**config.mk**
```make
export PLATFORM = sky130hd
export DESIGN_NAME = dram_refresh_sched
export DESIGN_NICKNAME = d
export VERILOG_FILES = /design/src/rtl/refsched_pkg.sv /design/src/rtl/refsched_interval.sv /design/src/rtl/refsched_backlog.sv /design/src/rtl/refsched_rowctr.sv /design/src/rtl/dram_refresh_sched.sv
export SDC_FILE = /design/constraint.sdc
export NUM_CORES = 1
export LEC_CHECK = 0
export ABC_AREA = 1
export BUFFER_PORTS_ARGS = -buffer_cell sky130_fd_sc_hd__buf_2
export CORE_MARGIN = 2
export CORE_UTILIZATION = 50
export CTS_CLUSTER_DIAMETER = 120
export DETAILED_ROUTE_END_ITERATION = 10
export PLACE_DENSITY = 0.64
export SLEW_MARGIN = 20
export SYNTH_ARGS = -nofsm -noshare
export SYNTH_HDL_FRONTEND = slang
export SYNTH_HIERARCHICAL = 1
export SYNTH_SLANG_ARGS = --single-unit
```
**constraint.sdc**
```tcl
create_clock -name clk -period 5.5 [get_ports clk]
set_input_delay 0.825 -clock clk [delete_from_list [all_inputs] [get_ports clk]]
set_output_delay 0.825 -clock clk [all_outputs]
set_load 0.02 [all_outputs]
```
**src/rtl/refsched_pkg.sv**
```systemverilog
package refsched_pkg;
    typedef enum logic [2:0] {
        ST_PWRUP,
        ST_IDLE,
        ST_REQ,
        ST_CBR_LEAD,
        ST_ROW_SETUP,
        ST_RAS_ACT,
        ST_PRECHG
    } ref_state_t;

    function automatic int imax(input int a, input int b);
        return (a > b) ? a : b;
    endfunction
endpackage

```
**src/rtl/refsched_interval.sv**
```systemverilog
module refsched_interval #(
    parameter int PERIOD = 1560
) (
    input  logic clk,
    input  logic rst_n,
    input  logic en,
    output logic tick
);
    localparam int CW = $clog2(PERIOD + 1);

    logic [CW-1:0] cnt;

    assign tick = en && (cnt == CW'(PERIOD - 1));

    always_ff @(posedge clk) begin
        if (!rst_n)
            cnt <= '0;
        else if (tick)
            cnt <= '0;
        else if (en)
            cnt <= cnt + 1'b1;
    end
endmodule

```
**src/rtl/refsched_backlog.sv**
```systemverilog
module refsched_backlog #(
    parameter int PEND_W = 4,
    parameter int INIT_N = 8
) (
    input  logic              clk,
    input  logic              rst_n,
    input  logic              load_init,
    input  logic              owe,
    input  logic              paid,
    output logic [PEND_W-1:0] pend
);
    localparam logic [PEND_W-1:0] PMAX = {PEND_W{1'b1}};

    always_ff @(posedge clk) begin
        if (!rst_n)
            pend <= '0;
        else if (load_init)
            pend <= PEND_W'(INIT_N);
        else if (owe && !paid && pend != PMAX)
            pend <= pend + 1'b1;
        else if (paid && !owe && pend != '0)
            pend <= pend - 1'b1;
    end
endmodule

```
**src/rtl/refsched_rowctr.sv**
```systemverilog
module refsched_rowctr #(
    parameter int ROW_W  = 9,
    parameter int ADDR_W = 10
) (
    input  logic              clk,
    input  logic              rst_n,
    input  logic              step,
    input  logic              oe,
    output logic [ADDR_W-1:0] addr
);
    logic [ROW_W-1:0] row;

    always_ff @(posedge clk) begin
        if (!rst_n)
            row <= '0;
        else if (step)
            row <= row + 1'b1;
    end

    assign addr = oe ? {{(ADDR_W - ROW_W){1'b0}}, row} : '0;
endmodule

```
**src/rtl/dram_refresh_sched.sv**
```systemverilog
module dram_refresh_sched
    import refsched_pkg::*;
#(
    parameter int PWRUP_CYC      = 10000,
    parameter int INIT_REFRESHES = 8,
    parameter int INTERVAL_CYC   = 1560,
    parameter int CSR_CYC        = 1,
    parameter int CHR_CYC        = 3,
    parameter int RAS_CYC        = 8,
    parameter int RP_CYC         = 6,
    parameter int RAH_CYC        = 2,
    parameter int PEND_W         = 4,
    parameter int ROW_W          = 9,
    parameter int ADDR_W         = 10
) (
    input  logic              clk,
    input  logic              rst_n,
    input  logic              ras_only_mode,
    input  logic              ref_gnt,
    output logic              ref_req,
    output logic              ref_done,
    output logic              init_done,
    output logic              ras_n,
    output logic              cas_n,
    output logic              addr_oe,
    output logic [ADDR_W-1:0] row_addr
);
    localparam int RAS_LOW = imax(imax(RAS_CYC, CHR_CYC), RAH_CYC);
    localparam int PH_MAX  = imax(imax(RAS_LOW, RP_CYC), CSR_CYC);
    localparam int PH_W    = $clog2(PH_MAX + 1);
    localparam int IC_W    = $clog2(INIT_REFRESHES + 1);

    ref_state_t        state, state_nx;
    logic [PH_W-1:0]   ph;
    logic              mode_q;
    logic [PEND_W-1:0] pend;
    logic [IC_W-1:0]   init_cnt;
    logic              pwr_tick, slot_tick;

    refsched_interval #(.PERIOD(PWRUP_CYC)) u_pwr (
        .clk(clk), .rst_n(rst_n), .en(state == ST_PWRUP), .tick(pwr_tick)
    );

    refsched_interval #(.PERIOD(INTERVAL_CYC)) u_slot (
        .clk(clk), .rst_n(rst_n), .en(init_done), .tick(slot_tick)
    );

    refsched_backlog #(.PEND_W(PEND_W), .INIT_N(INIT_REFRESHES)) u_pend (
        .clk(clk), .rst_n(rst_n), .load_init(pwr_tick),
        .owe(slot_tick), .paid(ref_done), .pend(pend)
    );

    refsched_rowctr #(.ROW_W(ROW_W), .ADDR_W(ADDR_W)) u_row (
        .clk(clk), .rst_n(rst_n), .step(ref_done), .oe(addr_oe), .addr(row_addr)
    );

    function automatic logic [PH_W-1:0] ph_load(input ref_state_t s);
        unique case (s)
            ST_CBR_LEAD: return PH_W'(CSR_CYC - 1);
            ST_RAS_ACT:  return PH_W'(RAS_LOW - 1);
            ST_PRECHG:   return PH_W'(RP_CYC - 1);
            default:     return '0;
        endcase
    endfunction

    // state register, phase timer, mode capture and warm-up count
    always_ff @(posedge clk) begin
        if (!rst_n) begin
            state    <= ST_PWRUP;
            ph       <= '0;
            mode_q   <= 1'b0;
            init_cnt <= '0;
        end else begin
            state <= state_nx;
            if (state_nx != state)
                ph <= ph_load(state_nx);
            else if (ph != '0)
                ph <= ph - 1'b1;
            if (state == ST_REQ && ref_gnt)
                mode_q <= ras_only_mode;
            if (ref_done && !init_done)
                init_cnt <= init_cnt + 1'b1;
        end
    end

    always_comb begin
        state_nx = state;
        unique case (state)
            ST_PWRUP:     if (pwr_tick) state_nx = ST_IDLE;
            ST_IDLE:      if (pend != '0) state_nx = ST_REQ;
            ST_REQ:       if (ref_gnt)
                              state_nx = ras_only_mode ? ST_ROW_SETUP : ST_CBR_LEAD;
            ST_CBR_LEAD:  if (ph == '0) state_nx = ST_RAS_ACT;
            ST_ROW_SETUP: state_nx = ST_RAS_ACT;
            ST_RAS_ACT:   if (ph == '0) state_nx = ST_PRECHG;
            ST_PRECHG:    if (ph == '0)
                              state_nx = (pend > PEND_W'(1)) ? ST_REQ : ST_IDLE;
            default:      state_nx = ST_PWRUP;
        endcase
    end

    // Moore outputs
    always_comb begin
        ref_req  = 1'b0;
        ras_n    = 1'b1;
        cas_n    = 1'b1;
        addr_oe  = 1'b0;
        ref_done = 1'b0;
        unique case (state)
            ST_PWRUP, ST_IDLE: ;
            ST_REQ:       ref_req = 1'b1;
            ST_CBR_LEAD: begin
                ref_req = 1'b1;
                cas_n   = 1'b0;
            end
            ST_ROW_SETUP: begin
                ref_req = 1'b1;
                addr_oe = 1'b1;
            end
            ST_RAS_ACT: begin
                ref_req = 1'b1;
                ras_n   = 1'b0;
                cas_n   = mode_q;
                addr_oe = mode_q;
            end
            ST_PRECHG: begin
                ref_req  = 1'b1;
                ref_done = (ph == '0);
            end
            default: ;
        endcase
    end

    assign init_done = (init_cnt == IC_W'(INIT_REFRESHES));
endmodule

```
[Word level (Yosys, flattened, before mapping)]
Index checks and enable logic that the tools add are counted.
Cells by class
  add/sub/neg operators: 7
  multipliers: 0
  divide/modulo/power cells: 0
  order comparisons: 1
  equality and inequality tests: 13
  shift-type cells: 0
  muxes and demuxes: 21
  bitwise gates (word level): 1
  reduce and logical (&&, ||, !) cells: 21
Operators by type and width (count)
  2-to-1 mux 3 bit: 7
  case mux 3 bit (7 select lines): 1
  2-to-1 mux 4 bit: 5
  equality test 3 bit (second input constant): 5
  adder 14 x 1 -> 14 bit (second input constant): 1
  equality test 14 bit (second input constant): 1
  adder 11 x 1 -> 11 bit (second input constant): 1
  equality test 11 bit (second input constant): 1
  adder 9 x 1 -> 9 bit (second input constant): 1
  2-to-1 mux 9 bit: 1
  adder 4 x 1 -> 4 bit (second input constant): 2
  logical AND 1 bit: 8
  nonzero test 4 bit: 2
  subtractor 4 x 1 -> 4 bit (second input constant): 2
  equality test 3 x 2 -> 1 bit (second input constant): 2
  case mux 3 bit (2 select lines): 1
  OR reduction 5 bit: 1
  equality test 4 bit (second input constant): 1
  > comparator 4 x 1 -> 1 bit (second input constant): 1
  logical NOT 4 bit: 1
  inequality test 4 bit (second input constant): 1
  case mux 1 bit (2 select lines): 2
  nonzero test 2 bit: 2
  OR reduction 2 bit: 2
  other kinds (8): 12
Word-level totals
  flip-flop bits (word level): 50
  latch bits: 0
  RAM bits: 0
  ROM bits: 0
  bits of input ports: 4
  output and inout port bits: 16
  logic and storage cells: 73
  memories kept: 0

[Depth between registers and ports, before layout]
Gate-level depths: netlist of run 1.
  depth after elaboration: 8
  depth in mapped cells: 20
  depth with buffers taken out: 19

[Modules after synthesis]
The synthesis of run 1 kept the hierarchy.
By module, submodules not included
  dram_refresh_sched: instances 1, cells each 138, area each 882.1 um^2, sequential area each 240.2 um^2
  refsched_interval (u_pwr): instances 1, cells each 107, area each 763.2 um^2, sequential area each 280.3 um^2
  refsched_interval (u_slot): instances 1, cells each 100, area each 661.9 um^2, sequential area each 220.2 um^2
  refsched_rowctr: instances 1, cells each 80, area each 506.7 um^2, sequential area each 180.2 um^2
  refsched_backlog: instances 1, cells each 48, area each 330.3 um^2, sequential area each 80.1 um^2

[Worst setup path before layout of run 1]
No wires, ideal clock.
  path type: flip-flop to flip-flop
  from: register init_cnt[1]
  to: register u_pend.pend[3]
  library setup time: 66 ps
  arrival: 2381 ps
  required time: 5434 ps
  slack: 3053 ps
  cell stages (with the launch flop): 21
  path buffers: 1
  period minus slack after synthesis: 2447 ps
  path through: dfxtp_1 inv_1 ha_1 nand3_1 inv_1 buf_4 nand2_1 nor2_1 nand3_1 inv_1 inv_1 nor2_2 o21ai_4 ha_1 nand2_1 nand2_1 nor2_1 inv_1 nand3_1 nand3_1 a21oi_2
Between the ends
  cells in the longest elaborated chain, start to end: 6
  elaborated cells on any way between the ends: 10
  classes of those cells: eq/ne: 1; mux: 2; reduce/logical: 7
RTL lines
  start, declared: RTL line dram_refresh_sched.sv:37  | logic [IC_W-1:0] init_cnt;
  start signal, assigned: RTL line dram_refresh_sched.sv:82  | init_cnt <= init_cnt + 1'b1;
  equality test 4 bit *: RTL line dram_refresh_sched.sv:134  | assign init_done = (init_cnt == IC_W'(INIT_REFRESHES));
  named net init_done: RTL line dram_refresh_sched.sv:22  | output logic init_done,
  logical AND 1 bit *: RTL line refsched_interval.sv:13  | assign tick = en && (cnt == CW'(PERIOD - 1));
  named net slot_tick: RTL line dram_refresh_sched.sv:38  | logic pwr_tick, slot_tick;
  logical AND 1 bit or logical NOT 1 bit (tied branches): RTL line refsched_backlog.sv:19, refsched_backlog.sv:21
  logical AND 1 bit, on equally long branches: RTL line refsched_backlog.sv:19, refsched_backlog.sv:21
  2-to-1 mux 4 bit or logical AND 1 bit (tied branches): RTL line refsched_backlog.sv:19, refsched_backlog.sv:21
  2-to-1 mux 4 bit or nonzero test 3 bit (tied branches)
  end signal, assigned: RTL line refsched_backlog.sv:18  | pend <= PEND_W'(INIT_N);
  end signal, assigned: RTL line refsched_backlog.sv:20  | pend <= pend + 1'b1;
  end signal, assigned: RTL line refsched_backlog.sv:22  | pend <= pend - 1'b1;
  end, declared: RTL line refsched_backlog.sv:10  | output logic [PEND_W-1:0] pend
Mark *: on every way through the listed nets, which the timed path passes. The rest lies on a longest branch.
A chain may end at the register's enable or synchronous reset.

[Final worst setup path of run 1]
  from: register init_cnt[1]
  to: register u_pend.pend[3]
Between the ends
  cells in the longest elaborated chain, start to end: 6
  elaborated cells on any way between the ends: 10
  classes of those cells: eq/ne: 1; mux: 2; reduce/logical: 7
RTL lines (RTL line)
  equality test 4 bit *: dram_refresh_sched.sv:134
  logical AND 1 bit *: refsched_interval.sv:13
  named net slot_tick: dram_refresh_sched.sv:38
  logical AND 1 bit or logical NOT 1 bit (tied branches): refsched_backlog.sv:19, refsched_backlog.sv:21
  logical AND 1 bit, on equally long branches: refsched_backlog.sv:19, refsched_backlog.sv:21
  2-to-1 mux 4 bit or logical AND 1 bit (tied branches): refsched_backlog.sv:19, refsched_backlog.sv:21
  2-to-1 mux 4 bit or nonzero test 3 bit (tied branches)
Marks and branches as above.

==> results.py, run 1 <==
metrics = {
    "outcome": {
        "status": "finished, final reports clean",
    },
    "timing": {
        "fin_skew_ns": 0.0136,
        "fin_tns_setup_ns": 0,
        "worst_slew_pin_slew_ns": 0.552,
        "relSlewSlack": 0.631,
        "clock.fmax_ghz": 0.371,
        "setup-violations-final": 0,
        "slew_violations": 0,
        "post-route-min-period_ns": 2.70,
        "fin_crit_sh": 0.490,
        "hold_violations": 0,
        "rsz0062_at_grt": "no",
        "whs_ns": 0.465,
    },
    "yosys": {
        "async_reset_ff_frac": 0,
        "yosys-top-cells-area": "dfxtp_1 32%, nand2_1 13%, nor2_1 8.5%, inv_1 8.2%, nand3_1 4.5%",
        "synth_cell_types": 41,
        "synth.largest_area_cell": "dfxtp_1",
        "synth_ff_type": "dfxtp_1",
        "synth_cells": 473,
        "syn-cell-area_um2": 3140,
        "seq_area_frac_synth": 0.318,
        "synth_most_common_cell": "nand2_1",
        "ys_warn_count": 6,
        "ys_top_cells_by_count": "111 x nand2_1, 71 x nor2_1, 69 x inv_1, 50 x dfxtp_1, 28 x nand3_1",
        "synth_fp_nets": 486,
        "synth_top_area_frac": 0.318,
        "ys_ff_latch": 50,
        "avgSynthCellArea_um2": 6.65,
        "synth_edf_count": 0,
    },
    "route": {
        "viasPerCell": 4.94,
        "drtIter0Drc": 126,
        "drc": 0,
        "drt_pass1_iterations": 4,
        "drt-total-wl_mm": 6.09,
        "ant_nets": 0,
        "routed-via-count": 2805,
        "wl_per_cell_um": 10.7,
    },
    "floorplan": {
        "die_w_um": 83.3,
        "core_um2": 5990,
        "boundaryPins": 20,
        "dieArea_um2": 6940,
        "initial_core_util": 0.525,
        "die_h_um": 83.3,
        "rows": 28,
    },
    "layout": {
        "fin_area_um2": 3370,
        "fillers": 628,
        "final_core_util": 0.563,
        "antenna_cells": 0,
        "layout-drive-gt1-share": 0.168,
        "area_delta_synth_final_pct": 7.28,
        "nets": 505,
    },
    "clock_network": {
        "ctsResizeCount": 0,
        "postCtsHoldBufs": 0,
        "cts_tree": "yes",
        "cts_sinks": 50,
        "postCtsSetupRepairBufs": 0,
        "clkTransAtPathRegs_ns": 0.10,
        "clockBufferDepth": 2,
        "clock_latency_ns": 0.31,
        "cts-root-buf": "clkbuf_8",
        "cts_buffers": 5,
        "cts-htree-levels": 2,
    },
    "power_and_ir_drop": {
        "p_sw_uw": 214,
        "switching_share": 0.295,
        "peakVddDrop_uv": 168,
        "clkPwrFrac": 0.306,
        "cell_internal_pwr_uw": 511,
        "power_frac_seq": 0.530,
        "combPwrFrac": 0.164,
        "p_leak_nw": 1.53,
        "p_per_area_nw_per_um2": 215,
    },
    "worst_setup_path": {
        "required_ns": 5.75,
        "reg2regPathDepth": 19,
        "path_cells": "inv_1 -> ha_1 -> nand3_1 -> inv_1 -> nand2_1 -> nor2_1 -> nand3_1 -> inv_1 -> inv_1 -> nor2_2 -> o21ai_4 -> ha_1 -> nand2_1 -> nand2_1 -> nor2_1 -> inv_1 -> nand3_1 -> nand3_1 -> a21oi_2",
        "worstPathArrival_ns": 2.94,
        "crit_path_max_incr_delay_ns": 0.35,
        "cp_num_buf_inv": 5,
        "reg2reg_slack_ns": 2.80,
        "worst-path-max-fanout": 10,
        "cpLargestDelayFamily": "simple AND/OR/NAND/NOR gates",
        "end_kind": "register",
        "cp-start-kind": "register",
        "startpoint": "init_cnt[1]",
        "crit_top_cell": "inv_1",
        "cp-endpoint": "u_pend/pend[3]",
        "timing.rr.start": "init_cnt[1]",
        "crit_type": "register to register",
        "cp.depth": 19,
        "reg2reg_to": "u_pend/pend[3]",
        "critical-path-slowest-cell": "dfxtp_1",
    },
    "global_routing": {
        "overflow": 0,
        "grt_max_degree": 22,
        "antenna_found_initial": 0,
        "grt_pass1_wl_mm": 10.9,
        "grt_pass1_vias": 2516,
        "grt_usage": 0.183,
    },
    "placed_design": {
        "gp_congestion": 0.852,
        "hpwl_mm": 4.58,
        "placed_area_um2": 3280,
        "io_buffers": 18,
    },
    "run": {
        "max-cap-violations": 0,
    },
    "worst_hold_path": {
        "hold_class": "register to register",
    },
}
-- cell type report --
| type | count | area, µm² | share of cell area |
|---|---|---|---|
| Clock buffer | 6 | 72.6 | 0.0215 |
| Multi-Input combinational cell | 340 | 1810 | 0.536 |
| Inverter | 77 | 289 | 0.0857 |
| Timing Repair Buffer | 18 | 90.1 | 0.0267 |
| Tap cell | 75 | 93.8 | 0.0278 |
| Clock inverter | 2 | 17.5 | 0.00519 |
| Sequential cell | 50 | 1000 | 0.297 |
-- worst reg2reg max path: stages, from the launching register on --
cell and delay, ns:
dfxtp_1 0.35, inv_1 0.08, ha_1 0.13, nand3_1 0.10
inv_1 0.29, nand2_1 0.09, nor2_1 0.10, nand3_1 0.12
inv_1 0.09, inv_1 0.05, nor2_2 0.15, o21ai_4 0.12
ha_1 0.34, nand2_1 0.07, nand2_1 0.04, nor2_1 0.16
inv_1 0.06, nand3_1 0.08, nand3_1 0.10, a21oi_2 0.12
-- registers in the layout, indices dropped and copies added (netlist names) --
register,flops
state,3
mode_q,1
ph,4
init_cnt,4
u_pwr/cnt,14
u_slot/cnt,11
u_pend/pend,4
u_row/row,9
-- layout by cell type, fill, tap and decap left out, types with 4 or more instances in the layout --
cell type and n:
a21oi_1 20, buf_2 18, clkbuf_8 5, dfxtp_1 50, ha_1 8, inv_1 69
inv_2 8, nand2_1 111, nand2_2 11, nand3_1 28, nand3_2 7, nand4_1 7
nor2_1 71, nor2_2 14, nor2_4 7, o21ai_0 10, o21ai_1 4, xor2_1 13
-- worst min-delay path by stage --
stage               cells after the start  endpoint    from
floorplan                               2    mode_q  mode_q
global placement                        2    mode_q  mode_q
detailed placement                      2    mode_q  mode_q
CTS                                     2    mode_q  mode_q
global route                            2    mode_q  mode_q
finish                                  2    mode_q  mode_q
-- power groups by stage --
stage | combinational (mW) | clock, mW | sequential [mW]
floorplan | 0.0957 | 0 | 0.391
global placement | 0.117 | 0 | 0.392
detailed placement | 0.117 | 0 | 0.392
CTS | 0.119 | 0.233 | 0.384
global route | 0.135 | 0.247 | 0.386
finish | 0.119 | 0.222 | 0.384
-- stage by stage --
stage               power, mW  worst slack (ns)  std cells
floorplan               0.486              3.05        473
CTS                     0.736              2.79        568
finish                  0.725              2.80        568
global placement        0.509              2.86        560
detailed placement      0.510              2.82        560
global route            0.768              2.38        568
-- metal layers --
| layer | routed length (µm) | global-route usage | vias up |
|---|---|---|---|
| met5 | 0 | 0 | - |
| met4 | 62 | 0.0492 | 0 |
| met3 | 220 | 0.0328 | 7 |
| met2 | 2770 | 0.298 | 42 |
| met1 | 3040 | 0.248 | 1250 |
| li1 | - | - | 1506 |
-- cells by family after synthesis --
group | count (synthesis) | synth area share
flops | 50 | 0.318
compound gates | 46 | 0.0887
fa+ha+maj | 9 | 0.0382
buf+inv | 83 | 0.106
xor+xnor | 16 | 0.0446
simple gates | 268 | 0.403
other cells | 1 | 0.00119
Note: power is estimated with default switching activity, not from simulation.
==> run 2, diff against run 1 <==
Clock period 5.5 ns to 2.78 ns, I/O delays scaled along.
==> run 2 against run 1 <==
Against the previous run: critical path depth unchanged; global-route usage down 0.26 points; flip-flop and latch count unchanged.
==> results.py, run 2 (synthesis results as in run 1) <==
metrics = {
    "worst_setup_path": {
        "timing.rr.start": "init_cnt[1]",
        "cp-start-kind": "register",
        "reg2reg_slack_ns": 0.39,
        "reg2regPathDepth": 19,
        "worst-path-max-fanout": 5,
        "crit_type": "register to register",
        "worstPathArrival_ns": 2.64,
        "required_ns": 3.03,
        "reg2reg_to": "u_pend/pend[3]",
        "end_kind": "register",
        "startpoint": "init_cnt[1]",
    },
    "floorplan": {
        "initial_core_util": 0.525,
        "core_um2": 5990,
        "die_w_um": 83.3,
        "die_h_um": 83.3,
        "rows": 28,
        "boundaryPins": 20,
        "dieArea_um2": 6940,
    },
    "route": {
        "drc": 0,
        "drt-total-wl_mm": 6.08,
        "viasPerCell": 4.90,
        "routed-via-count": 2800,
        "drtIter0Drc": 129,
        "drt_pass1_iterations": 4,
        "ant_nets": 0,
        "wl_per_cell_um": 10.6,
    },
    "timing": {
        "rsz0062_at_grt": "no",
        "setup-violations-final": 0,
        "clock.fmax_ghz": 0.418,
        "slew_violations": 0,
        "fin_crit_sh": 0.860,
        "hold_violations": 0,
        "fin_skew_ns": 0.0158,
        "whs_ns": 0.422,
        "fin_tns_setup_ns": 0,
        "post-route-min-period_ns": 2.39,
    },
    "power_and_ir_drop": {
        "switching_share": 0.273,
        "clkPwrFrac": 0.360,
        "p_per_area_nw_per_um2": 451,
        "peakVddDrop_uv": 414,
        "cell_internal_pwr_mw": 1.12,
        "combPwrFrac": 0.148,
        "p_sw_uw": 423,
        "power_frac_seq": 0.492,
        "power_mw": 1.55,
        "p_leak_nw": 1.56,
    },
    "global_routing": {
        "grt_usage": 0.180,
        "antenna_found_initial": 0,
        "grt_pass1_wl_mm": 10.7,
        "grt_pass1_vias": 2488,
        "overflow": 0,
        "grt_max_degree": 22,
    },
    "clock_network": {
        "cts-root-buf": "clkbuf_8",
        "cts_sinks": 50,
        "clockBufferDepth": 2,
        "cts-htree-levels": 2,
        "cts_tree": "yes",
        "ctsResizeCount": 0,
        "clock_latency_ns": 0.31,
        "postCtsHoldBufs": 0,
        "clkTransAtPathRegs_ns": 0.10,
        "cts_buffers": 5,
        "postCtsSetupRepairBufs": 0,
    },
    "layout": {
        "nets": 508,
        "fillers": 597,
        "largest_register_ffs": 14,
        "regArea_um2": 1000,
        "top_regs": "u_pwr/cnt: 14 flops, u_slot/cnt: 11 flops, u_row/row: 9 flops",
        "layout_commonest_cell": "nand2_1",
        "area_delta_synth_final_pct": 8.99,
        "antenna_cells": 0,
        "final_cell_mix": "111 x nand2_1, 71 x nor2_1, 69 x inv_1",
        "multiInputGateArea_um2": 1810,
        "layout-drive-gt1-share": 0.175,
        "final_core_util": 0.572,
        "fin_area_um2": 3430,
        "regMostFlops": "u_pwr/cnt",
    },
    "run": {
        "max-cap-violations": 0,
    },
    "placed_design": {
        "gp_congestion": 0.814,
        "hpwl_mm": 4.54,
        "io_buffers": 18,
        "placed_area_um2": 3310,
    },
    "worst_hold_path": {
        "min_path_cells": 4,
        "hold_class": "primary input to register",
        "min_to": "mode_q",
        "worstHoldStart": "ref_gnt",
    },
    "outcome": {
        "status": "finished, final reports clean",
    },
}
[run 2: power by group through the flow]
stage	Combinational [mW]	Clock [mW]	Sequential, mW
2_1_floorplan	0.189	0	0.773
5_1_grt	0.262	0.598	0.763
6_report	0.229	0.557	0.760
3_5_place_dp	0.224	0	0.777
3_3_place_gp	0.228	0	0.776
4_1_cts	0.227	0.569	0.761
[run 2: per-stage QoR]
step / setup WS (ns) / cells
finish: 0.388 / 571
CTS: 0.379 / 571
detailed placement: 0.435 / 563
floorplan: 0.333 / 473
global placement: 0.526 / 563
global route: 0.156 / 571
[run 2: critical path, cell delays in order (launching register included)]
cell     delay [ns]
dfxtp_1        0.35
inv_1          0.08
ha_1           0.15
nand3_1        0.09
inv_1          0.08
nand2_1        0.05
nor2_1         0.10
nand3_1        0.11
inv_1          0.09
inv_1          0.05
nor2_2         0.14
o21ai_4        0.11
ha_1           0.33
nand2_1        0.08
nand2_1        0.05
nor2_1         0.13
inv_1          0.06
nand3_1        0.08
nand3_1        0.09
a21oi_2        0.11
[run 2: area by class of cell]
class	count	area share
Inverter	77	0.0843
Timing Repair Buffer	21	0.0329
Sequential cell	50	0.292
Clock inverter	2	0.0113
Clock buffer	6	0.0241
Tap cell	75	0.0274
Multi-Input combinational cell	340	0.528
[run 2: how the worst max path moves through the flow]
stage,slack [ns],end,cells after the start
after global routing,0.16,u_pend/pend[3],19
after global placement,0.53,u_pend/pend[3],19
after detailed placement,0.44,u_pend/pend[3],19
after floorplan,0.33,u_pend/pend[3],20
final,0.39,u_pend/pend[3],19
after CTS,0.38,u_pend/pend[3],19
[run 2: routing by layer]
layer	vias to the layer above	routed length [µm]	GRT usage
met3	2	168	0.0338
met1	1254	3070	0.235
met5	-	0	0
met4	0	24	0.0373
met2	31	2820	0.311
li1	1513	-	-
